===== config.mk =====
export PLATFORM = sky130hd
export DESIGN_NAME = exch_sorter
export DESIGN_NICKNAME = d
export VERILOG_FILES = /design/src/rtl/sort_pkg.sv /design/src/rtl/sort_mem.sv /design/src/rtl/sort_datapath.sv /design/src/rtl/sort_inner_fsm.sv /design/src/rtl/sort_outer_fsm.sv /design/src/rtl/exch_sorter.sv
export SDC_FILE = /design/constraint.sdc
export NUM_CORES = 1
export LEC_CHECK = 0
export ABC_AREA = 1
export CAP_MARGIN = 10
export CORE_MARGIN = 1.5
export CORE_UTILIZATION = 55
export DETAILED_ROUTE_END_ITERATION = 8
export HOLD_SLACK_MARGIN = 0.12
export PLACE_DENSITY = 0.72
export RECOVER_POWER = 25
export SKIP_CTS_REPAIR_TIMING = 1
export SYNTH_ARGS = -nofsm -noshare
export SYNTH_HDL_FRONTEND = slang
export SYNTH_HIERARCHICAL = 1
export SYNTH_SLANG_ARGS = --single-unit

===== constraint.sdc =====
create_clock -name clk -period 2.9 [get_ports clk]
set_input_delay 0.29 -clock clk [delete_from_list [all_inputs] [get_ports clk]]
set_output_delay 0.29 -clock clk [all_outputs]
set_load 0.1 [all_outputs]

===== src/rtl/sort_pkg.sv =====
package sort_pkg;
  typedef enum logic [2:0] {
    OS_IDLE,
    OS_ADDR_I,
    OS_TAKE_A,
    OS_SCAN,
    OS_FINISH
  } outer_st_t;

  typedef enum logic [2:0] {
    IS_IDLE,
    IS_ADDR_J,
    IS_TAKE_B,
    IS_CMP,
    IS_WR_I,
    IS_WR_J
  } inner_st_t;
endpackage


===== src/rtl/sort_mem.sv =====
module sort_mem #(
  parameter int WIDTH = 8,
  parameter int DEPTH = 8,
  localparam int AW = $clog2(DEPTH)
) (
  input  logic             clk,
  input  logic             we,
  input  logic [AW-1:0]    addr,
  input  logic [WIDTH-1:0] wd,
  output logic [WIDTH-1:0] q
);
  logic [WIDTH-1:0] ram [DEPTH];

  // read-first single port, registered output: maps onto block RAM
  always_ff @(posedge clk) begin
    if (we) ram[addr] <= wd;
    q <= ram[addr];
  end
endmodule


===== src/rtl/sort_datapath.sv =====
module sort_datapath #(
  parameter int WIDTH = 8,
  parameter int DEPTH = 8,
  localparam int AW = $clog2(DEPTH)
) (
  input  logic             clk,
  input  logic             rst,
  input  logic             clr_all,
  input  logic             en_i,
  input  logic             en_j,
  input  logic             inc_from_j,
  input  logic             en_a,
  input  logic             a_from_b,
  input  logic             en_b,
  input  logic             addr_pick_j,
  input  logic             wd_pick_a,
  input  logic [WIDTH-1:0] mem_q,
  output logic [AW-1:0]    int_addr,
  output logic [WIDTH-1:0] int_wd,
  output logic             a_gt_b,
  output logic             i_at_end,
  output logic             j_at_end,
  output logic [AW-1:0]    i_q,
  output logic [AW-1:0]    j_q
);
  localparam logic [AW-1:0] I_END = AW'(DEPTH - 2);
  localparam logic [AW-1:0] J_END = AW'(DEPTH - 1);

  logic [WIDTH-1:0] a_q, b_q;
  logic [AW-1:0]    bumped;

  // one shared incrementor, its source picked by a mux
  assign bumped = (inc_from_j ? j_q : i_q) + AW'(1);

  always_ff @(posedge clk) begin
    if (rst || clr_all) begin
      i_q <= '0;
      j_q <= '0;
      a_q <= '0;
      b_q <= '0;
    end else begin
      if (en_i) i_q <= bumped;
      if (en_j) j_q <= bumped;
      if (en_a) a_q <= a_from_b ? b_q : mem_q;
      if (en_b) b_q <= mem_q;
    end
  end

  assign int_addr = addr_pick_j ? j_q : i_q;
  assign int_wd   = wd_pick_a ? a_q : b_q;
  assign a_gt_b   = a_q > b_q;
  assign i_at_end = (i_q == I_END);
  assign j_at_end = (j_q == J_END);

  // the position being written by an index update never wraps
  assert_index_no_wrap_R1: assert property (@(posedge clk) disable iff (rst)
    (en_j && inc_from_j) |-> (j_q != J_END));
endmodule


===== src/rtl/sort_inner_fsm.sv =====
module sort_inner_fsm
  import sort_pkg::*;
(
  input  logic clk,
  input  logic rst,
  input  logic go,
  input  logic a_gt_b,
  input  logic j_at_end,
  output logic fin,
  output logic running,
  output logic inc_j,
  output logic en_b,
  output logic load_a_from_b,
  output logic addr_pick_j,
  output logic wd_pick_a,
  output logic mem_we
);
  inner_st_t st, st_nx;

  always_ff @(posedge clk) begin
    if (rst) st <= IS_IDLE;
    else     st <= st_nx;
  end

  always_comb begin
    st_nx         = st;
    fin           = 1'b0;
    inc_j         = 1'b0;
    en_b          = 1'b0;
    load_a_from_b = 1'b0;
    addr_pick_j   = 1'b0;
    wd_pick_a     = 1'b0;
    mem_we        = 1'b0;
    unique case (st)
      IS_IDLE: if (go) st_nx = IS_ADDR_J;
      IS_ADDR_J: begin
        addr_pick_j = 1'b1;
        st_nx       = IS_TAKE_B;
      end
      IS_TAKE_B: begin
        en_b  = 1'b1;
        st_nx = IS_CMP;
      end
      IS_CMP: begin
        if (a_gt_b) begin
          st_nx = IS_WR_I;
        end else if (j_at_end) begin
          fin   = 1'b1;
          st_nx = IS_IDLE;
        end else begin
          inc_j = 1'b1;
          st_nx = IS_ADDR_J;
        end
      end
      IS_WR_I: begin
        mem_we = 1'b1;
        st_nx  = IS_WR_J;
      end
      IS_WR_J: begin
        mem_we        = 1'b1;
        addr_pick_j   = 1'b1;
        wd_pick_a     = 1'b1;
        load_a_from_b = 1'b1;
        if (j_at_end) begin
          fin   = 1'b1;
          st_nx = IS_IDLE;
        end else begin
          inc_j = 1'b1;
          st_nx = IS_ADDR_J;
        end
      end
      default: st_nx = IS_IDLE;
    endcase
  end

  assign running = (st != IS_IDLE);

  // an exchange writes position i first, then position j
  assert_swap_i_then_j_R3: assert property (@(posedge clk) disable iff (rst)
    (st == IS_WR_I) |=> (st == IS_WR_J));
  assert_swap_j_after_i_R3: assert property (@(posedge clk) disable iff (rst)
    (st == IS_WR_J) |-> ($past(st) == IS_WR_I));
  // no exchange unless the held word is strictly greater
  assert_equal_no_swap_R2: assert property (@(posedge clk) disable iff (rst)
    (st == IS_CMP && !a_gt_b) |=> (st != IS_WR_I));
endmodule


===== src/rtl/sort_outer_fsm.sv =====
module sort_outer_fsm
  import sort_pkg::*;
(
  input  logic clk,
  input  logic rst,
  input  logic start,
  input  logic inner_fin,
  input  logic i_at_end,
  output logic clr_all,
  output logic en_i,
  output logic en_a_mem,
  output logic set_j,
  output logic inner_go,
  output logic busy,
  output logic done
);
  outer_st_t st, st_nx;

  always_ff @(posedge clk) begin
    if (rst) st <= OS_IDLE;
    else     st <= st_nx;
  end

  always_comb begin
    st_nx    = st;
    clr_all  = 1'b0;
    en_i     = 1'b0;
    en_a_mem = 1'b0;
    set_j    = 1'b0;
    inner_go = 1'b0;
    unique case (st)
      OS_IDLE: if (start) begin
        clr_all = 1'b1;
        st_nx   = OS_ADDR_I;
      end
      OS_ADDR_I: st_nx = OS_TAKE_A;
      OS_TAKE_A: begin
        en_a_mem = 1'b1;
        set_j    = 1'b1;
        inner_go = 1'b1;
        st_nx    = OS_SCAN;
      end
      OS_SCAN: if (inner_fin) begin
        if (i_at_end) begin
          st_nx = OS_FINISH;
        end else begin
          en_i  = 1'b1;
          st_nx = OS_ADDR_I;
        end
      end
      OS_FINISH: if (!start) st_nx = OS_IDLE;
      default: st_nx = OS_IDLE;
    endcase
  end

  assign busy = (st == OS_ADDR_I) || (st == OS_TAKE_A) || (st == OS_SCAN);
  assign done = (st == OS_FINISH);

  // done is released only by start going low, and then at once
  assert_done_release_R4: assert property (@(posedge clk) disable iff (rst)
    (done && !start) |=> !done);
  assert_done_hold_R4: assert property (@(posedge clk) disable iff (rst)
    (done && start) |=> done);
endmodule


===== src/rtl/exch_sorter.sv =====
module exch_sorter #(
  parameter int WIDTH = 8,
  parameter int DEPTH = 8,
  localparam int AW = $clog2(DEPTH)
) (
  input  logic             clk,
  input  logic             rst,
  input  logic             start,
  output logic             done,
  input  logic             ld_we,
  input  logic [AW-1:0]    ld_addr,
  input  logic [WIDTH-1:0] ld_data,
  input  logic [AW-1:0]    rd_addr,
  output logic [WIDTH-1:0] rd_data
);
  logic             clr_all, o_en_i, o_en_a, o_set_j, inner_go, busy;
  logic             inner_fin, inner_run, n_inc_j, n_en_b, n_a_from_b;
  logic             n_addr_j, n_wd_a, n_we;
  logic             a_gt_b, i_at_end, j_at_end;
  logic [AW-1:0]    int_addr, i_q, j_q;
  logic [WIDTH-1:0] int_wd, mem_q;
  logic             mem_we;
  logic [AW-1:0]    mem_addr;
  logic [WIDTH-1:0] mem_wd;
  logic             rd_pend;

  sort_outer_fsm u_outer (
    .clk(clk), .rst(rst), .start(start), .inner_fin(inner_fin),
    .i_at_end(i_at_end), .clr_all(clr_all), .en_i(o_en_i),
    .en_a_mem(o_en_a), .set_j(o_set_j), .inner_go(inner_go),
    .busy(busy), .done(done)
  );

  sort_inner_fsm u_inner (
    .clk(clk), .rst(rst), .go(inner_go), .a_gt_b(a_gt_b),
    .j_at_end(j_at_end), .fin(inner_fin), .running(inner_run),
    .inc_j(n_inc_j), .en_b(n_en_b), .load_a_from_b(n_a_from_b),
    .addr_pick_j(n_addr_j), .wd_pick_a(n_wd_a), .mem_we(n_we)
  );

  sort_datapath #(.WIDTH(WIDTH), .DEPTH(DEPTH)) u_dp (
    .clk(clk), .rst(rst), .clr_all(clr_all), .en_i(o_en_i),
    .en_j(o_set_j | n_inc_j), .inc_from_j(n_inc_j),
    .en_a(o_en_a | n_a_from_b), .a_from_b(n_a_from_b), .en_b(n_en_b),
    .addr_pick_j(n_addr_j), .wd_pick_a(n_wd_a), .mem_q(mem_q),
    .int_addr(int_addr), .int_wd(int_wd), .a_gt_b(a_gt_b),
    .i_at_end(i_at_end), .j_at_end(j_at_end), .i_q(i_q), .j_q(j_q)
  );

  // the one memory port: the sorter owns it while busy, the outside otherwise
  always_comb begin
    if (busy) begin
      mem_we   = n_we;
      mem_addr = int_addr;
      mem_wd   = int_wd;
    end else begin
      mem_we   = ld_we;
      mem_addr = ld_we ? ld_addr : rd_addr;
      mem_wd   = ld_data;
    end
  end

  sort_mem #(.WIDTH(WIDTH), .DEPTH(DEPTH)) u_mem (
    .clk(clk), .we(mem_we), .addr(mem_addr), .wd(mem_wd), .q(mem_q)
  );

  // capture only reads that were issued from the outside
  always_ff @(posedge clk) begin
    if (rst) begin
      rd_pend <= 1'b0;
      rd_data <= '0;
    end else begin
      rd_pend <= !busy;
      if (rd_pend) rd_data <= mem_q;
    end
  end

  // the read result is frozen once a run is under way
  assert_read_frozen_R7: assert property (@(posedge clk) disable iff (rst)
    (busy && $past(busy) && $past(busy, 2)) |-> $stable(rd_data));
  // the scan position always lies past the held position
  assert_scan_after_hold_R1: assert property (@(posedge clk) disable iff (rst)
    inner_run |-> (j_q > i_q));
  // no write reaches the memory from outside during a run
  assert_no_load_busy_R6: assert property (@(posedge clk) disable iff (rst)
    (busy && !inner_run) |-> !mem_we);
endmodule


# --- Word level (Yosys, flattened, before mapping) ---
# Memory sizes are Yosys's and may differ from the RTL's. A register that Yosys moved wholly into a read port is not among the register bits.
# Index checks and enable logic that the tools add are counted.
classes:
  add_sub_neg: 1
  order_cmp: 1
  eq_ne: 15
  mux: 35
  bitwise_logic: 2
  n_reduce_logical: 9
ops:
  columns: ["operator", "count"]
  rows:
  - ["2-to-1 mux 3 bit", 10]
  - ["2-to-1 mux 8 bit", 3]
  - ["2-to-1 mux 1 bit", 18]
  - ["one-hot mux 3 bit (6 select lines)", 1]
  - ["equality test 3 bit, second input constant", 5]
  - ["one-hot mux 3 bit (5 select lines)", 1]
  - ["equality test 3 x 2 -> 1 bit, second input constant", 4]
  - ["greater-than comparator 8 bit", 1]
  - ["inequality test 2 bit, second input constant", 4]
  - ["equality test 3 x 1 -> 1 bit, second input constant", 2]
  - ["zero test 3 bit", 2]
  - ["one-hot mux 1 bit (2 select lines)", 2]
  - ["OR reduction 2 bit", 2]
  - ["adder 3 x 1 -> 3 bit, second input constant", 1]
  - ["logical OR 1 bit", 3]
  - ["AND reduction 3 bit", 1]
  - ["bitwise OR 1 bit", 2]
  - ["zero test 1 bit", 1]
word_totals:
  ff_bits: 37
  mem_bits_rw: 64
  out_inout_bits: 9
  memories: 1
memory_table:
  columns: ["name", "depth", "width", "rd", "rd_clocked_by_memory_dff", "wr", "line", "source"]
  rows:
  - ["u_mem.ram", 8, 8, 1, 1, 1, "sort_mem.sv:12", "logic [WIDTH-1:0] ram [DEPTH];"]

# --- Longest topological paths before layout ---
logic_depth:
  word_depth: 6
  depth_mapped: 20

# --- Modules after synthesis ---
# The synthesis kept the hierarchy.
modules_own_cells:
  columns: ["module", "n_inst", "cells_per_inst", "area_each_um2", "seq_area_each_um2"]
  rows:
  - ["sort_mem", 1, 280, 2924.1, 2082.0]
  - ["sort_datapath", 1, 184, 1278.7, 440.4]
  - ["exch_sorter", 1, 90, 533.0, 180.2]
  - ["sort_outer_fsm", 1, 37, 221.5, 60.1]
  - ["sort_inner_fsm", 1, 39, 211.5, 60.1]

# --- Least setup slack after synthesis ---
# OpenSTA, ideal clock, no wires.
synth_path:
  kind: "register to output"
  start: "reg u_outer.st[2]"
  end: "out done"
  t_arrival_ns: 2.505
  slack_ns: 0.105
  path_stages_with_launch: 3
  path_cell_list: "dfxtp_1 inv_2 nor3_1"
synth_via:
  elab_chain_cells: 1
synth_lines:
  columns: ["item", "line", "source"]
  rows:
  - ["start, declared", "sort_outer_fsm.sv:17", "outer_st_t st, st_nx;"]
  - ["start signal, assigned", "sort_outer_fsm.sv:21", "else st <= st_nx;"]
  - ["equality test 3 bit", "sort_outer_fsm.sv:57", "assign done = (st == OS_FINISH);"]
  - ["end, declared", "exch_sorter.sv:9", "output logic done,"]
# No other way between the ends.

# --- Worst setup path after layout ---
layout_path:
  start: "reg u_dp.b_q[7]"
  end: "reg u_dp.i_q[1]"
layout_via:
  elab_chain_cells: 5
  word_cells_on_any_way: 9
  classes_between: "add/sub: 1; order compare: 1; mux: 7"
layout_lines:
  columns: ["item", "line", "source"]
  rows:
  - ["start, declared", "sort_datapath.sv:29", "logic [WIDTH-1:0] a_q, b_q;"]
  - ["start signal, assigned", "sort_datapath.sv:45", "if (en_b) b_q <= mem_q;"]
  - ["greater-than comparator 8 bit", "sort_datapath.sv:51", "assign a_gt_b = a_q > b_q;"]
  - ["named net a_gt_b", "exch_sorter.sv:19", "logic a_gt_b, i_at_end, j_at_end;"]
  - ["2-to-1 mux 1 bit", "sort_inner_fsm.sv:45", "if (a_gt_b) begin"]
  - ["one-hot mux 1 bit (2 select lines)", "sort_inner_fsm.sv:34", "unique case (st)"]
  - ["named net n_inc_j", "exch_sorter.sv:17", "logic inner_fin, inner_run, n_inc_j, n_en_b, n_a_from_b;"]
  - ["2-to-1 mux 3 bit", "sort_datapath.sv:33", "assign bumped = (inc_from_j ? j_q : i_q) + AW'(1);"]
  - ["adder 3 x 1 -> 3 bit", "sort_datapath.sv:33", null]
  - ["named net u_dp.bumped[1]", "sort_datapath.sv:30", "logic [AW-1:0] bumped;"]
  - ["end signal, assigned", "sort_datapath.sv:42", "if (en_i) i_q <= bumped;"]
  - ["end, declared", "sort_datapath.sv:23", "output logic [AW-1:0] i_q,"]
# The timed path passes the listed nets, and every way through them passes these cells.
# A chain may end at the register's enable or synchronous reset.

==> results.yml <==
cts:
  cts_tree: "yes"
  cts_sinks: 109
  cts_made_buffers: 9
  clk_latency_ns: 0.36
  htree_num_levels: 3
  clk_pin_slew_ns: 0.10
  cts_buffer_depth: 2
  cts_root_buf: "clkbuf_8"
global_route:
  antenna_found_initial: 0
  grt.overflow.total: 0
  grt_max_degree: 34
  grt_use_total: 0.2294
  grt_pass1_vias: 3804
  grt_pass1_wl_um: 17720
setup_path:
  worstSetupStartpointType: "flop"
  critPathKind: "reg2reg"
  critPathRequiredTime_ns: 3.15
  cp_max_fo: 8
  arrival_ns: 2.84
  critPathCaptureType: "flop"
drt:
  drtPass1Iterations: 5
  dr.max_layer_used: "met4"
  route.met3.wl_um: 533
  finalWirelength_um: 10660
  drt_iter0_markers: 207
  vias: 3996
  drcViolationCount: 0
  wl_met1_um: 4857
  dr_wl_met2_um: 5041
  wl_per_cell_um: 13.74
  vias_per_cell: 5.149
  antenna_left: 0
floorplanning:
  die_y_um: 99.91
  initial_core_util: 0.5643
  fp-row-count: 35
  die_w_um: 99.91
  fp.dieArea_mm2: 0.009981
  io_pins: 27
  fp.coreArea_mm2: 0.009153
min_path:
  hp-class: "reg2reg"
finish:
  layout-drive-gt1-share: 0.07218
  final_common_cell: "nand2_1"
  final_area_mm2: 0.005622
  layout_common_cells: "nand2_1 (256), inv_1 (90), edfxtp_1 (64), dfxtp_1 (45), nand3_1 (33)"
  syn2layout_area_growth_pct: 8.842
  fin_nets: 687
  n_antenna_cell: 0
  fillers: 790
power:
  peakVddDrop_uv: 310.7
  p_leak_nw: 2.527
  power_per_cell_area_mw_per_mm2: 788.7
placed_design:
  dpl_cell_area_mm2: 0.005492
  dp_hpwl_um: 7451
  gp_congestion: 0.9168
  io_buffers: 26
sta:
  timing.final.hold_violations: 0
  max_freq_ghz: 0.3860
  rsz0062_at_grt: "false"
  setup_violations: 0
  timing.setup.tns_ns: 0
  relSlewSlack: 0.07185
  fin_skew_ns: 0.01083
  tightest_slew_ns: 1.387
  final_max_slew_viol_count: 0
  final.min_clock_period_ns: 2.591
  fin_crit_sh: 0.8933
synth:
  avgSynthCellArea_um2: 8.211
  synth_fp_nets: 656
  synthesis.area_mm2: 0.005165
  synthCells: 629
  yosys_warnings: 6
run:
  cap_violations: 0
outcome:
  run_status: "finished clean"
## power by group
part	internal [mW]	leakage (nW)	total, mW	switching, mW
clock	0.400	0.100	0.884	0.484
combinational	0.398	1.47	1.45	1.05
sequential	1.94	0.955	2.10	0.166
## stage by stage
| step | power (mW) | hold WS [ns] | cells | util | setup WS, ns |
|---|---|---|---|---|---|
| after global placement | 3.567 | 0.4502 | 760 | 0.6000 | 0.4636 |
| final | 4.434 | 0.4747 | 776 | 0.6142 | 0.3094 |
| after floorplan | 3.241 | 0.3591 | 629 | - | 0.1046 |
| after CTS | 4.480 | 0.4751 | 776 | 0.6208 | 0.3351 |
| after global routing | 4.737 | 0.5044 | 776 | 0.6142 | 0.04280 |
| after detailed placement | 3.600 | 0.4596 | 760 | 0.6000 | 0.3625 |
## flip-flops by register name (all words and copies together), names as in the netlist
name and flops:
rd_data 8, rd_pend 1, u_dp/a_q 8, u_dp/b_q 8, u_dp/i_q 3, u_dp/j_q 3, u_inner/st 3, u_mem/q 8
u_mem/ram 64, u_outer/st 3
## final cells by class
class,count,area (um^2),area share
multi-input combinational,401,1793,0.3189
clock inverter,6,62.56,0.01113
tap,111,138.9,0.02471
inverter,98,370.4,0.06588
clock buffer,10,127.6,0.02270
timing repair buffer,41,306.5,0.05453
sequential,109,2823,0.5021
## final timing paths
kind | cells past startpoint | slack (ns) | to | startpoint
worst max-delay path | 13 | 0.31 | u_dp/i_q[1]$_SDFFE_PP0P_ | u_dp/b_q[7]$_SDFFE_PP0P_
worst min register to register | 2 | 0.47 | rd_data[4]$_SDFFE_PP0P_ | rd_data[4]$_SDFFE_PP0P_
worst min-delay path | 2 | 0.47 | rd_data[4]$_SDFFE_PP0P_ | rd_data[4]$_SDFFE_PP0P_
worst max register to register | 13 | 0.31 | u_dp/i_q[1]$_SDFFE_PP0P_ | u_dp/b_q[7]$_SDFFE_PP0P_
## critical path, cell delays in order (launching register included)
cell,delay (ns)
dfxtp_1,0.34
inv_1,0.07
ha_1,0.29
nand2_1,0.07
nor2_1,0.15
nand2_1,0.07
a21oi_1,0.30
nor2_1,0.07
nand2_1,0.09
nand2_1,0.15
o21ai_0,0.34
ha_1,0.30
o21ai_0,0.19
a21oi_1,0.05
## metal layers
metal | global-route usage | vias to the layer above
met5 | 0 | -
met2 | 0.3804 | 102
li1 | - | 2032
met4 | 0.06934 | 0
met1 | 0.3005 | 1843
met3 | 0.05501 | 19
No activity file was read; power rests on OpenSTA's default activity.
